## config.mk

```make
export PLATFORM = sky130hd
export DESIGN_NAME = mux_bus_seq
export DESIGN_NICKNAME = d
export VERILOG_FILES = /design/src/rtl/mbus_pkg.sv /design/src/rtl/mbus_req_latch.sv /design/src/rtl/mbus_beat_timer.sv /design/src/rtl/mbus_seq_fsm.sv /design/src/rtl/mux_bus_seq.sv
export SDC_FILE = /design/constraint.sdc
export NUM_CORES = 1
export LEC_CHECK = 0
export BUFFER_PORTS_ARGS = -buffer_cell sky130_fd_sc_hd__buf_2
export CAP_MARGIN = 20
export CORE_MARGIN = 4
export CORE_UTILIZATION = 40
export CTS_CLUSTER_DIAMETER = 150
export DETAILED_ROUTE_END_ITERATION = 6
export PLACE_DENSITY = 0.74
export SYNTH_ARGS = -nofsm -noshare
export SYNTH_HDL_FRONTEND = slang
export SYNTH_SLANG_ARGS = --single-unit
```

## constraint.sdc

```tcl
create_clock -name clk -period 2.25 [get_ports clk]
set_input_delay 0.3375 -clock clk [delete_from_list [all_inputs] [get_ports clk]]
set_output_delay 0.3375 -clock clk [all_outputs]
set_load 0.01 [all_outputs]
```

## src/rtl/mbus_pkg.sv

```systemverilog
package mbus_pkg;

    typedef enum logic [2:0] {
        ST_IDLE,
        ST_ADDR,
        ST_WDATA,
        ST_RDATA,
        ST_HOLD,
        ST_TURN
    } mbus_state_e;

endpackage

```

## src/rtl/mbus_req_latch.sv

```systemverilog
module mbus_req_latch #(
    parameter int DW     = 24,
    parameter int LEN_W  = 3,
    parameter int WAIT_W = 3,
    parameter int HOLD_W = 3
) (
    input  logic              clk,
    input  logic              rst_n,
    input  logic              take,
    input  logic              req_write,
    input  logic [DW-1:0]     req_addr,
    input  logic [LEN_W-1:0]  req_len,
    input  logic [WAIT_W-1:0] cfg_wait,
    input  logic [HOLD_W-1:0] cfg_hold,
    output logic              write_q,
    output logic [DW-1:0]     addr_q,
    output logic [LEN_W-1:0]  len_q,
    output logic [WAIT_W-1:0] wait_q,
    output logic [HOLD_W-1:0] hold_q
);

    // Fields and timing are frozen at accept; later input changes are ignored.
    always_ff @(posedge clk or negedge rst_n) begin
        if (!rst_n) begin
            write_q <= 1'b0;
            addr_q  <= '0;
            len_q   <= '0;
            wait_q  <= '0;
            hold_q  <= '0;
        end else if (take) begin
            write_q <= req_write;
            addr_q  <= req_addr;
            len_q   <= req_len;
            wait_q  <= cfg_wait;
            hold_q  <= cfg_hold;
        end
    end

endmodule

```

## src/rtl/mbus_beat_timer.sv

```systemverilog
module mbus_beat_timer #(
    parameter int LEN_W  = 3,
    parameter int WAIT_W = 3,
    parameter int HOLD_W = 3
) (
    input  logic              clk,
    input  logic              rst_n,
    input  logic              in_data,
    input  logic              in_hold,
    input  logic [LEN_W-1:0]  len_q,
    input  logic [WAIT_W-1:0] wait_q,
    input  logic [HOLD_W-1:0] hold_q,
    output logic              beat_end,
    output logic              last_beat,
    output logic              hold_done
);

    localparam int HC_W = HOLD_W + 1;

    logic [WAIT_W-1:0] cyc_cnt;
    logic [LEN_W-1:0]  beat_cnt;
    logic [HOLD_W-1:0] hold_cnt;

    assign beat_end  = in_data && (cyc_cnt == wait_q);
    assign last_beat = (beat_cnt == len_q);
    assign hold_done = in_hold &&
                       ((HC_W'(hold_cnt) + HC_W'(1)) == HC_W'(hold_q));

    // Cycle position inside the current beat.
    always_ff @(posedge clk or negedge rst_n) begin
        if (!rst_n) begin
            cyc_cnt <= '0;
        end else if (!in_data || beat_end) begin
            cyc_cnt <= '0;
        end else begin
            cyc_cnt <= cyc_cnt + WAIT_W'(1);
        end
    end

    // Beat index inside the transaction.
    always_ff @(posedge clk or negedge rst_n) begin
        if (!rst_n) begin
            beat_cnt <= '0;
        end else if (!in_data) begin
            beat_cnt <= '0;
        end else if (beat_end) begin
            beat_cnt <= beat_cnt + LEN_W'(1);
        end
    end

    // Cycles spent in post-read hold.
    always_ff @(posedge clk or negedge rst_n) begin
        if (!rst_n) begin
            hold_cnt <= '0;
        end else if (!in_hold) begin
            hold_cnt <= '0;
        end else begin
            hold_cnt <= hold_cnt + HOLD_W'(1);
        end
    end

endmodule

```

## src/rtl/mbus_seq_fsm.sv

```systemverilog
module mbus_seq_fsm
    import mbus_pkg::*;
(
    input  logic clk,
    input  logic rst_n,
    input  logic req_valid,
    input  logic write_q,
    input  logic hold_nz,
    input  logic beat_end,
    input  logic last_beat,
    input  logic hold_done,
    output logic in_data,
    output logic in_hold,
    output logic drv_addr,
    output logic drv_wdata,
    output logic bus_oe,
    output logic bus_dir,
    output logic req_take,
    output logic req_ack
);

    mbus_state_e state_q, state_d;
    logic        xfer_done;

    assign xfer_done = beat_end && last_beat;

    // State register.
    always_ff @(posedge clk or negedge rst_n) begin
        if (!rst_n) begin
            state_q <= ST_IDLE;
        end else begin
            state_q <= state_d;
        end
    end

    // Next state.
    always_comb begin
        state_d = state_q;
        unique case (state_q)
            ST_IDLE:  if (req_valid) state_d = ST_ADDR;
            ST_ADDR:  state_d = write_q ? ST_WDATA : ST_RDATA;
            ST_WDATA: if (xfer_done) state_d = req_valid ? ST_ADDR : ST_IDLE;
            ST_RDATA: if (xfer_done) state_d = hold_nz ? ST_HOLD : ST_TURN;
            ST_HOLD:  if (hold_done) state_d = ST_TURN;
            ST_TURN:  state_d = req_valid ? ST_ADDR : ST_IDLE;
            default:  state_d = ST_IDLE;
        endcase
    end

    // Outputs.
    always_comb begin
        in_data   = 1'b0;
        in_hold   = 1'b0;
        drv_addr  = 1'b0;
        drv_wdata = 1'b0;
        bus_oe    = 1'b0;
        bus_dir   = 1'b1;
        req_take  = 1'b0;
        req_ack   = 1'b0;
        unique case (state_q)
            ST_IDLE: begin
                req_take = req_valid;
            end
            ST_ADDR: begin
                drv_addr = 1'b1;
                bus_oe   = 1'b1;
            end
            ST_WDATA: begin
                in_data   = 1'b1;
                drv_wdata = 1'b1;
                bus_oe    = 1'b1;
                req_ack   = beat_end;
                req_take  = req_valid && xfer_done;
            end
            ST_RDATA: begin
                in_data = 1'b1;
                bus_dir = 1'b0;
                req_ack = beat_end;
            end
            ST_HOLD: begin
                in_hold = 1'b1;
                bus_dir = 1'b0;
            end
            ST_TURN: begin
                req_take = req_valid;
            end
            default: begin
                bus_dir = 1'b1;
            end
        endcase
    end

endmodule

```

## src/rtl/mux_bus_seq.sv

```systemverilog
module mux_bus_seq #(
    parameter int DW     = 24,
    parameter int LEN_W  = 3,
    parameter int WAIT_W = 3,
    parameter int HOLD_W = 3
) (
    input  logic              clk,
    input  logic              rst_n,
    input  logic              req_valid,
    input  logic              req_write,
    input  logic [DW-1:0]     req_addr,
    input  logic [LEN_W-1:0]  req_len,
    input  logic [WAIT_W-1:0] cfg_wait,
    input  logic [HOLD_W-1:0] cfg_hold,
    input  logic [DW-1:0]     beat_wdata,
    output logic              req_take,
    output logic              req_ack,
    output logic [DW-1:0]     rd_data,
    input  logic [DW-1:0]     bus_in,
    output logic [DW-1:0]     bus_out,
    output logic              bus_oe,
    output logic              bus_dir
);

    logic              write_q;
    logic [DW-1:0]     addr_q;
    logic [LEN_W-1:0]  len_q;
    logic [WAIT_W-1:0] wait_q;
    logic [HOLD_W-1:0] hold_q;
    logic              beat_end, last_beat, hold_done;
    logic              in_data, in_hold, drv_addr, drv_wdata;

    mbus_req_latch #(
        .DW(DW), .LEN_W(LEN_W), .WAIT_W(WAIT_W), .HOLD_W(HOLD_W)
    ) u_latch (
        .clk       (clk),
        .rst_n     (rst_n),
        .take      (req_take),
        .req_write (req_write),
        .req_addr  (req_addr),
        .req_len   (req_len),
        .cfg_wait  (cfg_wait),
        .cfg_hold  (cfg_hold),
        .write_q   (write_q),
        .addr_q    (addr_q),
        .len_q     (len_q),
        .wait_q    (wait_q),
        .hold_q    (hold_q)
    );

    mbus_beat_timer #(
        .LEN_W(LEN_W), .WAIT_W(WAIT_W), .HOLD_W(HOLD_W)
    ) u_timer (
        .clk       (clk),
        .rst_n     (rst_n),
        .in_data   (in_data),
        .in_hold   (in_hold),
        .len_q     (len_q),
        .wait_q    (wait_q),
        .hold_q    (hold_q),
        .beat_end  (beat_end),
        .last_beat (last_beat),
        .hold_done (hold_done)
    );

    mbus_seq_fsm u_fsm (
        .clk       (clk),
        .rst_n     (rst_n),
        .req_valid (req_valid),
        .write_q   (write_q),
        .hold_nz   (hold_q != '0),
        .beat_end  (beat_end),
        .last_beat (last_beat),
        .hold_done (hold_done),
        .in_data   (in_data),
        .in_hold   (in_hold),
        .drv_addr  (drv_addr),
        .drv_wdata (drv_wdata),
        .bus_oe    (bus_oe),
        .bus_dir   (bus_dir),
        .req_take  (req_take),
        .req_ack   (req_ack)
    );

    // Pin value: address in the address phase, beat data on writes, zero otherwise.
    always_comb begin
        bus_out = '0;
        if (drv_addr) begin
            bus_out = addr_q;
        end else if (drv_wdata) begin
            bus_out = beat_wdata;
        end
    end

    // Read data passes through on the sampling cycle of a read beat.
    assign rd_data = (req_ack && !bus_dir) ? bus_in : '0;

endmodule

```

-- Word level (Yosys, flattened, before mapping)
Index checks and enable logic that the tools add are counted.
- register bits: 46
- word-level logic and storage cells: 63
- add/sub/neg operators: 4
- equality and inequality tests: 13
- mux-type cells: 23
- reduce and logical (&&, ||, !) cells: 14
- operators by type and width (cell ; count):
    24-bit two-way mux ; 3
    3-bit two-way mux ; 8
    3-bit case mux with 6 select lines ; 1
    1-bit two-way mux ; 10
    3-bit by 1-bit adder with 3-bit output (second input constant) ; 3
    2-bit OR reduction ; 4
    3-bit by 2-bit equality test with 1-bit output (second input constant) ; 2
    3-bit equality test ; 2
    3-bit equality test (second input constant) ; 2
    2-bit by 1-bit inequality test with 1-bit output (second input constant) ; 3
    1-bit logical AND ; 5
    3-bit by 1-bit adder with 4-bit output (second input constant) ; 1
    4-bit by 3-bit equality test with 1-bit output ; 1
    2-bit inequality test (second input constant) ; 2
    4-bit AND reduction ; 1
    3-bit by 1-bit equality test with 1-bit output (second input constant) ; 1
    3-bit zero test ; 1
    3-bit nonzero test ; 1
    1-bit case mux with 2 select lines ; 1
    1-bit zero test ; 1
    1-bit logical OR ; 1

-- Depth between registers and ports, before layout
- word-level depth: 7
- mapped depth: 6
- gate-level depth less buffers: 5

-- Hierarchy
Synthesis repeated with hierarchy kept, for this count alone.
- cell total of the unflattened synthesis: 216
- area total of the unflattened synthesis: 2705.1 um^2
- modules (own cells, without submodules) (module ; times used ; cells each ; area an instance (um^2) ; seq. area each (um^2)):
    mbus_req_latch ; 1 ; 72 ; 1417.6 ; 850.8
    mbus_beat_timer ; 1 ; 46 ; 521.8 ; 225.2
    mux_bus_seq ; 1 ; 62 ; 450.4 ; 0.0
    mbus_seq_fsm ; 1 ; 36 ; 315.3 ; 75.1

-- Worst setup path after synthesis
OpenSTA, ideal clock, no wires.
- path type: reg2out
- start: register u_timer.cyc_cnt[0]
- end: output port rd_data[10]
- arrival: 1.492 ns
- path slack: 0.420 ns
- cell stages (with the launch flop): 7
- path buffers: 2
- path through: dfrtp_1 xnor2_1 and3_4 and3_1 buf_2 clkbuf_1 and2_1
- longest elaborated chain between the ends: 5
- RTL lines (item ; line ; source):
    start: declaration ; mbus_beat_timer.sv:20 ; logic [WAIT_W-1:0] cyc_cnt;
    start signal: assignment ; mbus_beat_timer.sv:36 ; cyc_cnt <= cyc_cnt + WAIT_W'(1);
    3-bit equality test ; mbus_beat_timer.sv:24 ; assign beat_end = in_data && (cyc_cnt == wait_q);
    1-bit logical AND ; mbus_beat_timer.sv:24 ;
    1-bit two-way mux ; mbus_seq_fsm.sv:60 ; unique case (state_q)
    1-bit logical AND ; mux_bus_seq.sv:96 ; assign rd_data = (req_ack && !bus_dir) ? bus_in : '0;
    24-bit two-way mux ; mux_bus_seq.sv:96 ;
    end: declaration ; mux_bus_seq.sv:18 ; output logic [DW-1:0] rd_data,
No other way between the ends.

-- Final worst setup path
- start: register u_latch.wait_q[1]
- end: output port rd_data[2]
- longest elaborated chain between the ends: 5
- RTL lines (item ; line ; source):
    start: declaration ; mbus_req_latch.sv:18 ; output logic [WAIT_W-1:0] wait_q,
    start signal: assignment ; mbus_req_latch.sv:34 ; wait_q <= cfg_wait;
    3-bit equality test ; mbus_beat_timer.sv:24 ;
    1-bit logical AND ; mbus_beat_timer.sv:24 ;
    1-bit two-way mux ; mbus_seq_fsm.sv:60 ;
    1-bit logical AND ; mux_bus_seq.sv:96 ;
    24-bit two-way mux ; mux_bus_seq.sv:96 ;
No other way between the ends.

==> flow_metrics.py <==
metrics = {
    "outcome": {
        "run_status": "completed",
    },
    "setup_path": {
        "path_class": "flop to output port",
        "setup.worst_path.end_class": "output port",
        "critical-path-top-delay-family": "simple AND/OR/NAND/NOR gates",
        "r2r_start": "u_fsm.state_q[2]",
        "critPathArrivalTime_ns": 1.79,
        "rrSetupSlack_ns": 0.49,
        "r2r_cells": 5,
        "max_stage_delay_ns": 0.42,
        "timing.rr.end": "u_latch.addr_q[10]",
        "cp.required_ns": 1.91,
        "cp_slowest_cell": "dfrtp_1",
        "cp-start-kind": "flop",
        "cp_num_buf_inv": 2,
        "cp_cell_sequence": "xnor2_2 > and3_4 > and3_1 > buf_6 > and2_1 > buf_2",
        "worstPathMaxFanout": 25,
    },
    "power": {
        "power.density_nw_per_um2": 1170,
        "power_frac_seq_pct": 37.9,
        "clkPwrFrac_pct": 11.8,
        "p_sw_uw": 1420,
        "p_leak_uw": 0.00178,
        "ir_drop_mv": 0.612,
        "p_int_uw": 2470,
        "p_comb_share_pct": 50.3,
        "swShare_pct": 36.5,
    },
    "final_layout": {
        "n_fill_cell": 526,
        "area_delta_synth_final_pct": 36.8,
        "final_cell_mix": "buf_2 (136), dfrtp_1 (45), mux2_2 (27)",
        "insertedDiodeCount": 0,
        "final_layout_size_suffix_gt1_share_pct": 55.1,
        "multi_input_area_um2": 1220,
        "layout.nets": 429,
        "post-route-util_pct": 56.1,
        "final_common_cell": "buf_2",
        "regArea_um2": 1150,
        "final_area_um2": 3320,
    },
    "clock_tree": {
        "htree_num_levels": 2,
        "cts.reportedPaths.clkPinSlew_ns": 0.08,
        "cts_buffers": 5,
        "cts.sinks": 46,
        "cts.path.max_buffers": 2,
        "worstSkewPairLatency_ns": 0.29,
        "cts-root-buf": "clkbuf_8",
        "cts_tree": "done",
        "postCtsSetupRepairBufs": 0,
    },
    "synth": {
        "ys_types": 35,
        "synthCells": 202,
        "ys_ff_latch": 46,
        "syn_avg_cell_area_um2": 12.0,
        "syn_area_um2": 2430,
        "synth_nets": 290,
        "yosysSeqAreaShare_pct": 47.4,
        "ys_warn_count": 0,
    },
    "detailed_routing": {
        "post_drt_wl_per_cell_um": 13.6,
        "drc": 0,
        "ant_nets": 0,
        "drt-met1-wl_mm": 2.29,
        "vias": 2035,
        "first_pass_iters": 4,
        "wl_met3_um": 625,
        "wl_met2_mm": 2.67,
        "wl_mm": 5.67,
        "top_layer": "met4",
        "via_per_inst": 4.89,
        "drt_iter0_drc": 42,
    },
    "grt": {
        "grt_pass1_vias": 2002,
        "grt_pass1_wl_mm": 9.09,
        "grt_max_degree": 36,
        "grt_antenna_before_repair": 0,
        "track_usage_pct": 15.5,
        "gr-total-overflow": 0,
    },
    "hold_path": {
        "min_to": "u_latch.addr_q[19]",
        "hp-start": "req_addr[19]",
        "hold_class": "input pin to flop",
        "min_path_cells": 2,
    },
    "placement": {
        "pre_cts_ws_ns": 0.348,
        "place_hpwl_mm": 4.46,
        "gp_congestion": 0.750,
        "io_buffers": 136,
        "post_dp_cell_area_um2": 3210,
    },
    "timing": {
        "clock.fmax_ghz": 0.469,
        "slew_headroom_pct": 76.4,
        "finalHoldViolCount": 0,
        "maxSlewViolCount": 0,
        "fin_crit_ns": 2.13,
        "postLayoutSetupSlackWorst_ns": 0.118,
        "tightest_slew_ns": 0.353,
        "clock-skew-final_ns": 0.00239,
        "fin_crit_sh_pct": 94.8,
        "setup_violations": 0,
    },
    "floorplan": {
        "num_rows": 28,
        "fp.dieW_um": 85.9,
        "die_h_um": 85.9,
        "core-area_um2": 5920,
        "ios": 137,
        "dieArea_um2": 7380,
        "initial_core_util_pct": 41.0,
    },
    "run": {
        "maxCapViolCount": 0,
    },
}
## worst max path at each step
stage	endpoint	startpoint	cells after the start	slack [ns]
3_5_place_dp	rd_data[2]	u_latch.wait_q[1]	6	0.35
2_1_floorplan	rd_data[10]	u_timer.cyc_cnt[0]	6	0.42
6_report	rd_data[2]	u_latch.wait_q[1]	6	0.12
4_1_cts	rd_data[2]	u_latch.wait_q[1]	6	0.02
5_1_grt	rd_data[2]	u_latch.wait_q[1]	6	-0.01
3_3_place_gp	rd_data[2]	u_latch.wait_q[0]	6	0.38
## area by class of cell
cell class / instances / share of cell area (%)
multi-input combinational: 143 / 36.9
inverter: 1 / 0.113
clock buffer: 7 / 2.30
sequential: 46 / 34.7
timing repair buffer: 144 / 23.2
tap: 75 / 2.82
## cells in the mapped netlist
library cell,count,area (um2)
or2_2,1,6.26
a22o_1,24,210
buf_2,6,30.0
dfrtp_1,46,1150
o31ai_1,1,7.51
o22ai_1,1,6.26
mux2_4,1,15.0
nor2_1,8,30.0
nand2b_1,3,18.8
a41o_1,1,10.0
a21o_1,1,7.51
o31a_1,1,8.76
nor3b_1,1,7.51
nor2b_1,6,37.5
mux2_1,6,67.6
buf_4,1,7.51
xor2_1,2,17.5
nand2_1,4,15.0
mux2i_1,2,20.0
and3_4,2,22.5
o21ai_0,2,10.0
buf_6,3,33.8
nand3_1,2,10.0
a32oi_4,1,27.5
mux2_2,27,304
inv_1,1,3.75
and2_1,25,156
o211a_1,1,10.0
clkbuf_1,2,7.51
a21oi_1,3,15.0
xnor2_1,10,87.6
and3_1,2,12.5
nand4_1,1,6.26
ha_1,3,37.5
nor3_2,1,10.0
## logic make-up after synthesis
family,after synthesis,synth area share [%]
buffers and inverters,13,3.40
and+or+nand+nor,56,13.7
AOI/OAI and AO/OA,36,12.9
xor gates and xnor gates,12,4.33
DFF,46,47.4
muxes,36,16.7
adders and majority gates,3,1.55
## state kept, by name, indices dropped and copies added (netlist names)
register          cells
u_latch.addr_q       24
u_fsm.state_q         3
u_latch.hold_q        3
u_latch.len_q         3
u_latch.wait_q        3
u_timer.beat_cnt      3
u_timer.cyc_cnt       3
u_timer.hold_cnt      3
u_latch.write_q       1
## through the flow
step / hold WS, ns / instances / TNS (ns) / total power, uW
after floorplan: 0.0419 / 202 / 0 / 2790
after detailed placement: 0.207 / 408 / 0 / 3430
after global placement: 0.199 / 408 / 0 / 3370
after CTS: 0.244 / 416 / 0 / 3910
final: 0.259 / 416 / 0 / 3900
after global routing: 0.249 / 416 / -0.0145 / 4210
## per-layer routing
metal  vias up  GRT usage, %
met4         0          5.18
met2       107          25.9
li1        996             -
met3         6          4.51
met1       926          19.1
met5         -             0
## worst reg2reg max path, delay by kind of cell, from the launching register on
kind / cells / cell delay (ns)
buffers and inverters: 1 / 0.24
and+or+nand+nor: 2 / 0.36
AOI/OAI and AO/OA: 1 / 0.20
muxes: 1 / 0.38
DFF: 1 / 0.48
## power by group through the flow
stage               clock network [uW]  logic [uW]  registers (uW)
floorplan                            0        1420            1380
global placement                     0        1900            1460
detailed placement                   0        1960            1470
CTS                                483        1960            1460
global route                       514        2170            1530
finish                             458        1960            1480
## repair_timing
action,4_1_cts,5_1_grt
gates resized for setup,0,6
hold buffers,1,0
endpoints found under the hold margin,8,0
setup endpoints to repair,0,50
Note: power is estimated with default switching activity, not from simulation.
